**src/rtl/acg_pkg.sv**
```systemverilog
package acg_pkg;
  localparam int unsigned ACG_MAX_RATIO = 1152;
  localparam int unsigned ACG_MIN_BPF   = 32;
  localparam int unsigned K_W = $clog2(ACG_MAX_RATIO);
  localparam int unsigned Q_W = $clog2(2 * ACG_MAX_RATIO / ACG_MIN_BPF + 1);

  typedef struct packed {
    logic [K_W-1:0] ratio;  // mclk cycles per frame
    logic [Q_W-1:0] per;    // half-mclk units per bclk period
    logic [Q_W-1:0] hi;     // half units high at the end of a period
  } acg_cfg_t;

  function automatic logic [K_W-1:0] acg_ratio(input logic [2:0] code);
    case (code)
      3'd0:    return K_W'(128);
      3'd1:    return K_W'(192);
      3'd3:    return K_W'(384);
      3'd4:    return K_W'(512);
      3'd5:    return K_W'(768);
      3'd6:    return K_W'(1152);
      default: return K_W'(256);
    endcase
  endfunction

  // log2 of bclk periods per frame
  function automatic int unsigned acg_bpf_shift(input logic [2:0] code,
                                                input logic [1:0] sel);
    case (sel)
      2'b01:   return 5;
      2'b10:   return (code <= 3'd1) ? 7 : 8;
      default: return 6;
    endcase
  endfunction

  function automatic acg_cfg_t acg_decode(input logic [2:0] code,
                                          input logic [1:0] sel);
    acg_cfg_t c;
    logic third;
    c.ratio = acg_ratio(code);
    c.per   = Q_W'((32'(c.ratio) << 1) >> acg_bpf_shift(code, sel));
    third   = (sel[1] == sel[0]) && ((code == 3'd1) || (code == 3'd6));
    c.hi    = third ? Q_W'(32'(c.per) / 3) : (c.per >> 1);
    return c;
  endfunction
endpackage

```
**src/rtl/acg_cfg_decode.sv**
```systemverilog
module acg_cfg_decode
  import acg_pkg::*;
(
  input  logic [2:0] code,
  input  logic [1:0] sel,
  output acg_cfg_t   cfg
);
  always_comb cfg = acg_decode(code, sel);
endmodule

```
**src/rtl/acg_frame_seq.sv**
```systemverilog
module acg_frame_seq
  import acg_pkg::*;
(
  input  logic           clk,
  input  logic           rst_n,
  input  logic           run,
  input  acg_cfg_t       cfg_in,
  output logic [K_W-1:0] k_nxt,
  output logic [Q_W-1:0] q_nxt,
  output acg_cfg_t       cfg_nxt
);
  logic           active_q, act_nxt;
  logic [K_W-1:0] k_q;
  logic [Q_W-1:0] q_q;
  acg_cfg_t       cfg_q;
  logic           last;
  logic [Q_W:0]   q_step;

  assign last   = (k_q == cfg_q.ratio - K_W'(1));
  assign q_step = {1'b0, q_q} + (Q_W+1)'(2);

  always_comb begin
    k_nxt   = k_q;
    q_nxt   = q_q;
    cfg_nxt = cfg_q;
    act_nxt = active_q;
    if (!run) begin
      k_nxt   = '0;
      q_nxt   = '0;
      act_nxt = 1'b0;
    end else if (!active_q || last) begin
      k_nxt   = '0;
      q_nxt   = '0;
      cfg_nxt = cfg_in;
      act_nxt = 1'b1;
    end else begin
      k_nxt = k_q + K_W'(1);
      q_nxt = (q_step >= {1'b0, cfg_q.per}) ? Q_W'(q_step - {1'b0, cfg_q.per})
                                            : Q_W'(q_step);
    end
  end

  always_ff @(posedge clk or negedge rst_n) begin
    if (!rst_n) begin
      active_q <= 1'b0;
      k_q      <= '0;
      q_q      <= '0;
      cfg_q    <= acg_decode(3'b010, 2'b00);
    end else begin
      active_q <= act_nxt;
      k_q      <= k_nxt;
      q_q      <= q_nxt;
      cfg_q    <= cfg_nxt;
    end
  end

  // the latched configuration only moves on a frame start
  p_cfg_hold_r9: assert property (@(posedge clk) disable iff (!rst_n)
    (k_q != '0) |-> $stable(cfg_q));
  // the frame position never leaves the frame
  p_k_in_frame_r2: assert property (@(posedge clk) disable iff (!rst_n)
    active_q |-> (k_q < cfg_q.ratio));
  // the half-unit phase stays inside one bclk period
  p_q_in_period_r6: assert property (@(posedge clk) disable iff (!rst_n)
    active_q |-> (q_q < cfg_q.per));
endmodule

```
**src/rtl/acg_wave.sv**
```systemverilog
module acg_wave
  import acg_pkg::*;
(
  input  logic           clk,
  input  logic           rst_n,
  input  logic           run,
  input  logic [K_W-1:0] k_nxt,
  input  logic [Q_W-1:0] q_nxt,
  input  acg_cfg_t       cfg_nxt,
  output logic           ph_a,
  output logic           ph_b,
  output logic           lr
);
  logic [Q_W-1:0] q_b, thr;
  logic           run_q;

  assign thr = cfg_nxt.per - cfg_nxt.hi;
  assign q_b = (q_nxt + Q_W'(1) == cfg_nxt.per) ? '0 : q_nxt + Q_W'(1);

  always_ff @(posedge clk or negedge rst_n) begin
    if (!rst_n) begin
      ph_a  <= 1'b0;
      ph_b  <= 1'b0;
      lr    <= 1'b0;
      run_q <= 1'b0;
    end else begin
      ph_a  <= run && (q_nxt >= thr);
      ph_b  <= run && (q_b >= thr);
      lr    <= run && (k_nxt >= (cfg_nxt.ratio >> 1));
      run_q <= run;
    end
  end

  // frame clock moves only where the bit clock falls
  p_lr_on_fall_r8: assert property (@(posedge clk) disable iff (!rst_n)
    (run_q && $past(run_q) && (lr != $past(lr))) |-> (!ph_a && $past(ph_b)));
endmodule

```
**src/rtl/aclk_master_gen.sv**
```systemverilog
module aclk_master_gen
  import acg_pkg::*;
(
  input  logic       mclk,
  input  logic       rst_n,
  input  logic       master_en,
  input  logic [2:0] ratio_code,
  input  logic [1:0] bpf_sel,
  output logic       lrclk,
  output logic       bclk,
  output logic       clk_oe,
  output logic       cfg_err
);
  logic           run;
  logic           ph_a, ph_b, lr_r;
  acg_cfg_t       cfg_in, cfg_nxt;
  logic [K_W-1:0] k_nxt;
  logic [Q_W-1:0] q_nxt;

  assign run     = master_en && (ratio_code != 3'b111);
  assign cfg_err = master_en && (ratio_code == 3'b111);

  acg_cfg_decode u_dec (.code(ratio_code), .sel(bpf_sel), .cfg(cfg_in));

  acg_frame_seq u_seq (
    .clk(mclk), .rst_n(rst_n), .run(run), .cfg_in(cfg_in),
    .k_nxt(k_nxt), .q_nxt(q_nxt), .cfg_nxt(cfg_nxt)
  );

  acg_wave u_wave (
    .clk(mclk), .rst_n(rst_n), .run(run), .k_nxt(k_nxt), .q_nxt(q_nxt),
    .cfg_nxt(cfg_nxt), .ph_a(ph_a), .ph_b(ph_b), .lr(lr_r)
  );

  always_ff @(posedge mclk or negedge rst_n) begin
    if (!rst_n) clk_oe <= 1'b0;
    else        clk_oe <= master_en;
  end

  // first half of each mclk cycle is its high phase
  assign bclk  = mclk ? ph_a : ph_b;
  assign lrclk = lr_r;

  // slave mode quiets everything on the next edge
  p_slave_quiet_r1: assert property (@(posedge mclk) disable iff (!rst_n)
    !master_en |=> (!clk_oe && !ph_a && !ph_b && !lr_r));
  // illegal code stops clocks but keeps the enable
  p_err_stop_r10: assert property (@(posedge mclk) disable iff (!rst_n)
    (master_en && ratio_code == 3'b111) |=> (clk_oe && !ph_a && !ph_b && !lr_r));
endmodule

```
**config.mk**
```make
export PLATFORM = sky130hd
export DESIGN_NAME = aclk_master_gen
export DESIGN_NICKNAME = d
export VERILOG_FILES = /design/src/rtl/acg_pkg.sv /design/src/rtl/acg_cfg_decode.sv /design/src/rtl/acg_frame_seq.sv /design/src/rtl/acg_wave.sv /design/src/rtl/aclk_master_gen.sv
export SDC_FILE = /design/constraint.sdc
export NUM_CORES = 1
export LEC_CHECK = 0
export BUFFER_PORTS_ARGS = -buffer_cell sky130_fd_sc_hd__buf_2
export CORE_MARGIN = 5
export CORE_UTILIZATION = 25
export CTS_CLUSTER_DIAMETER = 200
export DETAILED_ROUTE_END_ITERATION = 8
export HOLD_SLACK_MARGIN = 0.02
export PLACE_DENSITY = 0.36
export SYNTH_ARGS = -nofsm -noshare
export SYNTH_HDL_FRONTEND = slang
export SYNTH_HIERARCHICAL = 1
export SYNTH_SLANG_ARGS = --single-unit
```
**constraint.sdc**
```tcl
create_clock -name mclk -period 9.9 [get_ports mclk]
set_input_delay 2.97 -clock mclk [delete_from_list [all_inputs] [get_ports mclk]]
set_output_delay 2.97 -clock mclk [all_outputs]
set_load 0.005 [all_outputs]
```
Word level (Yosys, flattened, before mapping). Index checks and enable logic that the tools add are counted.

Output and inout port bits: 4. Word-level logic and storage cells: 63. Flip-flop bits (word level): 48. Input bits: 8.

Reductions and logical operators: 11. Equality and inequality tests: 13. Div/mod/pow operators: 1. $lt $le $gt $ge: 5. Add/sub/neg operators: 6. Shift-type cells: 1. Muxes and demuxes: 15.

Operators by type and width (count): 11-bit one-hot mux with 6 select lines (1); 32-bit one-hot mux with 2 select lines (1); 25-bit 2-to-1 mux (2); 7-bit 2-to-1 mux (5); 7-bit by 2-bit divider with 32-bit output (second input constant) (1); 12-bit by 32-bit right shift with 7-bit output (1); 11-bit 2-to-1 mux (2); 7-bit greater-or-equal comparator (2); 7-bit subtractor (2); 3-bit equality test (second input constant) (4); 11-bit by 1-bit adder with 11-bit output (second input constant) (1); 11-bit equality test (1); 11-bit by 10-bit greater-or-equal comparator with 1-bit output (1); 11-bit by 1-bit subtractor with 11-bit output (second input constant) (1); 7-bit by 2-bit adder with 8-bit output (second input constant) (1); 8-bit by 7-bit greater-or-equal comparator with 1-bit output (1); 7-bit by 1-bit adder with 7-bit output (second input constant) (1); 7-bit equality test (1); 1-bit logical AND (6); 4-bit 2-to-1 mux (1); 3-bit by 1-bit equality test with 1-bit output (second input constant) (1); 3-bit by 2-bit equality test with 1-bit output (second input constant) (1); 3-bit by 1-bit <= comparator with 1-bit output (second input constant) (1); 3-bit logical NOT (1); 9 further kinds (12).

Longest topological paths before layout.
Word-level depth: 12. Gate-level depth with buffers: 36. Mapped depth without buffers: 33.

Hierarchy. The synthesis kept the hierarchy.

Modules (own cells, without submodules): acg_frame_seq (sequential area each 1104.8 um^2, instances 1, area each 3285.7 um^2, cells each 384); acg_cfg_decode (sequential area each 0.0 um^2, instances 1, area each 1265.0 um^2, cells each 183); acg_wave (sequential area each 75.1 um^2, instances 1, area each 1144.8 um^2, cells each 145); aclk_master_gen (sequential area each 25.0 um^2, instances 1, area each 58.8 um^2, cells each 6).

==> results.json <==
{
  "startpoint_type": "primary input",
  "final_cell_mix": "51 x nand3_1, 50 x nor2_1, 50 x o21ai_0",
  "post-cts-setup-buffers": 0,
  "min_period_ns": 9.226,
  "drt-total-wl_mm": 16.94,
  "period_share_pct": 93.19,
  "p_comb_share_pct": 40.3,
  "path_class": "in -> reg",
  "gp_congestion": 0.7685,
  "die_h_um": 161.7,
  "grt_pass1_wl_mm": 28.26,
  "setup_violations": 0,
  "io_pins": 12,
  "area_delta_synth_final_pct": 8.132,
  "setup-tns-final_ns": 0,
  "rsz0062_at_grt": "false",
  "grt_max_degree": 52,
  "synth-edff-count": 0,
  "dp.final_hpwl_mm": 12.22,
  "reg2reg_slack_ns": 3.80,
  "via_per_inst": 5.385,
  "max_freq_mhz": 108.4,
  "slowest_stage": "or4_1",
  "drive_gt1_share_pct": 10.56,
  "ys.flop_type": "dfrtp_1",
  "synth_seq_cells": 48,
  "hold_path.class": "reg -> reg",
  "drv_slew": 0,
  "sequentialPowerShare_pct": 29.6,
  "async_flop_share_pct": 100.0,
  "tightest_slew_ns": 1.032,
  "p_sw_share_pct": 37.50,
  "ir_drop_mv": 0.06105,
  "max_stage_delay_ns": 0.54,
  "yosysSeqAreaShare_pct": 20.94,
  "gr-total-overflow": 0,
  "place_ws_ns": 0.06795,
  "die_w_um": 161.7,
  "port-buffer-count": 11,
  "worstPathRequired_ns": 10.20,
  "finalClockSkew_ns": 0.005369,
  "coreArea_sq_um": 22640,
  "status": "finished, final reports clean",
  "layout_commonest_cell": "nand3_1",
  "first_global_vias": 5290,
  "max_cap_viol_count": 0,
  "path_clk_slew_ns": 0.07,
  "drtAntennaViolNets": 0,
  "cp-end-kind": "flop",
  "p_per_area_nw_per_um2": 128.3,
  "synth-warning-count": 6,
  "initial_core_util_pct": 25.42,
  "drt_pass1_iterations": 5,
  "via_count": 5358,
  "hold_viol": 0,
  "die_area_sq_um": 26150,
  "rows": 55,
  "antenna_found_initial": 0,
  "ys_types": 89,
  "p_sw_uw": 299.5,
  "arrival_ns": 9.53,
  "clock_latency_ns": 0.41,
  "path_max_fanout": 11,
  "setup_slack_ns": 0.6741,
  "pwr-share-clk_pct": 30.1,
  "fill_cells": 2395,
  "p_int_uw": 499.1,
  "syn_inst": 718,
  "slew_headroom_pct": 30.98,
  "nets": 764,
  "synth_area_sq_um": 5754,
  "diodes": 0,
  "detail_route.wl_per_cell_um": 17.03,
  "cts_tree": "yes",
  "route.detailed.drc": 0,
  "avgSynthCellArea_sq_um": 8.014,
  "initialDrtViolationCount": 429,
  "grtUsageTotal_pct": 13.26,
  "p_leak_uw": 0.002523
}
## state kept, by name, summed over array words and instances (netlist names)
| signal | flops |
|---|---|
| u_seq/cfg_q | 25 |
| u_seq/active_q | 1 |
| u_seq/q_q | 7 |
| u_wave/lr | 1 |
| u_seq/k_q | 11 |
| u_wave/ph_a | 1 |
| clk_oe | 1 |
| u_wave/ph_b | 1 |
## cell type report
cell class                      instances  area [sq um]  share of cell area [%]
Multi-Input combinational cell        574          4078                   65.53
Sequential cell                        48          1205                   19.36
Tap cell                              285         356.6                   5.731
Clock buffer                           11         212.7                   3.418
Timing Repair Buffer                   28         185.2                   2.976
Inverter                               48         180.2                   2.896
Clock inverter                          1         5.005                 0.08043
## layer usage
layer	wire length [um]	track usage, %	up-vias
met3	394	1.776	12
met5	0	0	-
li1	-	-	2616
met2	8234	22.64	88
met4	225	3.806	0
met1	8087	17.59	2642
## critical path: cells and delay by family
family / cells / cell delay (ns)
compound gates: 15 / 2.25
simple gates: 8 / 1.93
fa+ha+maj: 6 / 1.88
buf+inv: 3 / 0.31
xor+xnor: 1 / 0.19
## timing repair
action,in CTS,in global routing
endpoints found under the setup margin,0,2
resized for setup,0,2
hold buffers,0,0
## metrics by stage
stage	cell area, sq um	power (uW)	instances	utilization [%]	hold slack, ns
2_1_floorplan	5777	486.0	724	-	0.5018
6_report	6222	798.6	995	27.48	0.5828
3_3_place_gp	6001	558.3	984	26.50	0.5483
3_5_place_dp	6001	566.8	984	26.50	0.5682
4_1_cts	6213	813.3	995	27.44	0.5841
5_1_grt	6222	867.9	995	27.48	0.6284
## final timing paths
check | startpoint | depth (start not counted) | end
worst max-delay path | bpf_sel[0] | 33 | u_wave/ph_a$_DFF_PN0_
worst min-delay path | u_seq/cfg_q[4]$_DFF_PN0_ | 2 | u_seq/cfg_q[4]$_DFF_PN0_
worst max register to register | u_seq/cfg_q[14]$_DFF_PN0_ | 23 | u_wave/ph_b$_DFF_PN0_
worst min register to register | u_seq/cfg_q[4]$_DFF_PN0_ | 2 | u_seq/cfg_q[4]$_DFF_PN0_
max in group asynchronous | rst_n | 2 | u_wave/ph_b$_DFF_PN0_
min in group asynchronous | rst_n | 2 | u_wave/lr$_DFF_PN0_
## logic make-up (layout without fill, tap and decap cells)
kind of cell,after synthesis,count (layout),synth area share [%]
compound gates,178,178,23.07
fa+ha+maj,47,47,10.48
buf+inv,102,88,8.828
mux,10,10,1.870
xor+xnor,41,41,6.719
flops,48,48,20.94
other cells,1,7,0.06517
simple gates,291,291,28.03
## synthesized netlist by cell type, drive strengths merged (18+ instances only)
| library cell | count | area, sq um |
|---|---|---|
| clkbuf | 23 | 86.33 |
| xnor2 | 23 | 201.4 |
| nor2 | 52 | 200.2 |
| nand2 | 47 | 181.4 |
| inv | 47 | 176.4 |
| and2 | 26 | 162.7 |
| a21oi | 25 | 125.1 |
| dfrtp | 45 | 1126 |
| o21ai | 52 | 260.3 |
| or4 | 30 | 232.7 |
| nand2b | 18 | 112.6 |
| a222oi | 24 | 240.2 |
| ha | 45 | 563.0 |
| buf | 31 | 241.5 |
| nand3 | 52 | 265.3 |
## power by group through the flow
stage          Sequential [uW]  Clock (uW)  Combinational [uW]
2_1_floorplan              232        2.01                 252
3_3_place_gp               240        2.28                 316
3_5_place_dp               241        2.28                 324
4_1_cts                    237         251                 326
5_1_grt                    240         257                 371
6_report                   236         240                 322
(Power assumes the default switching activity.)
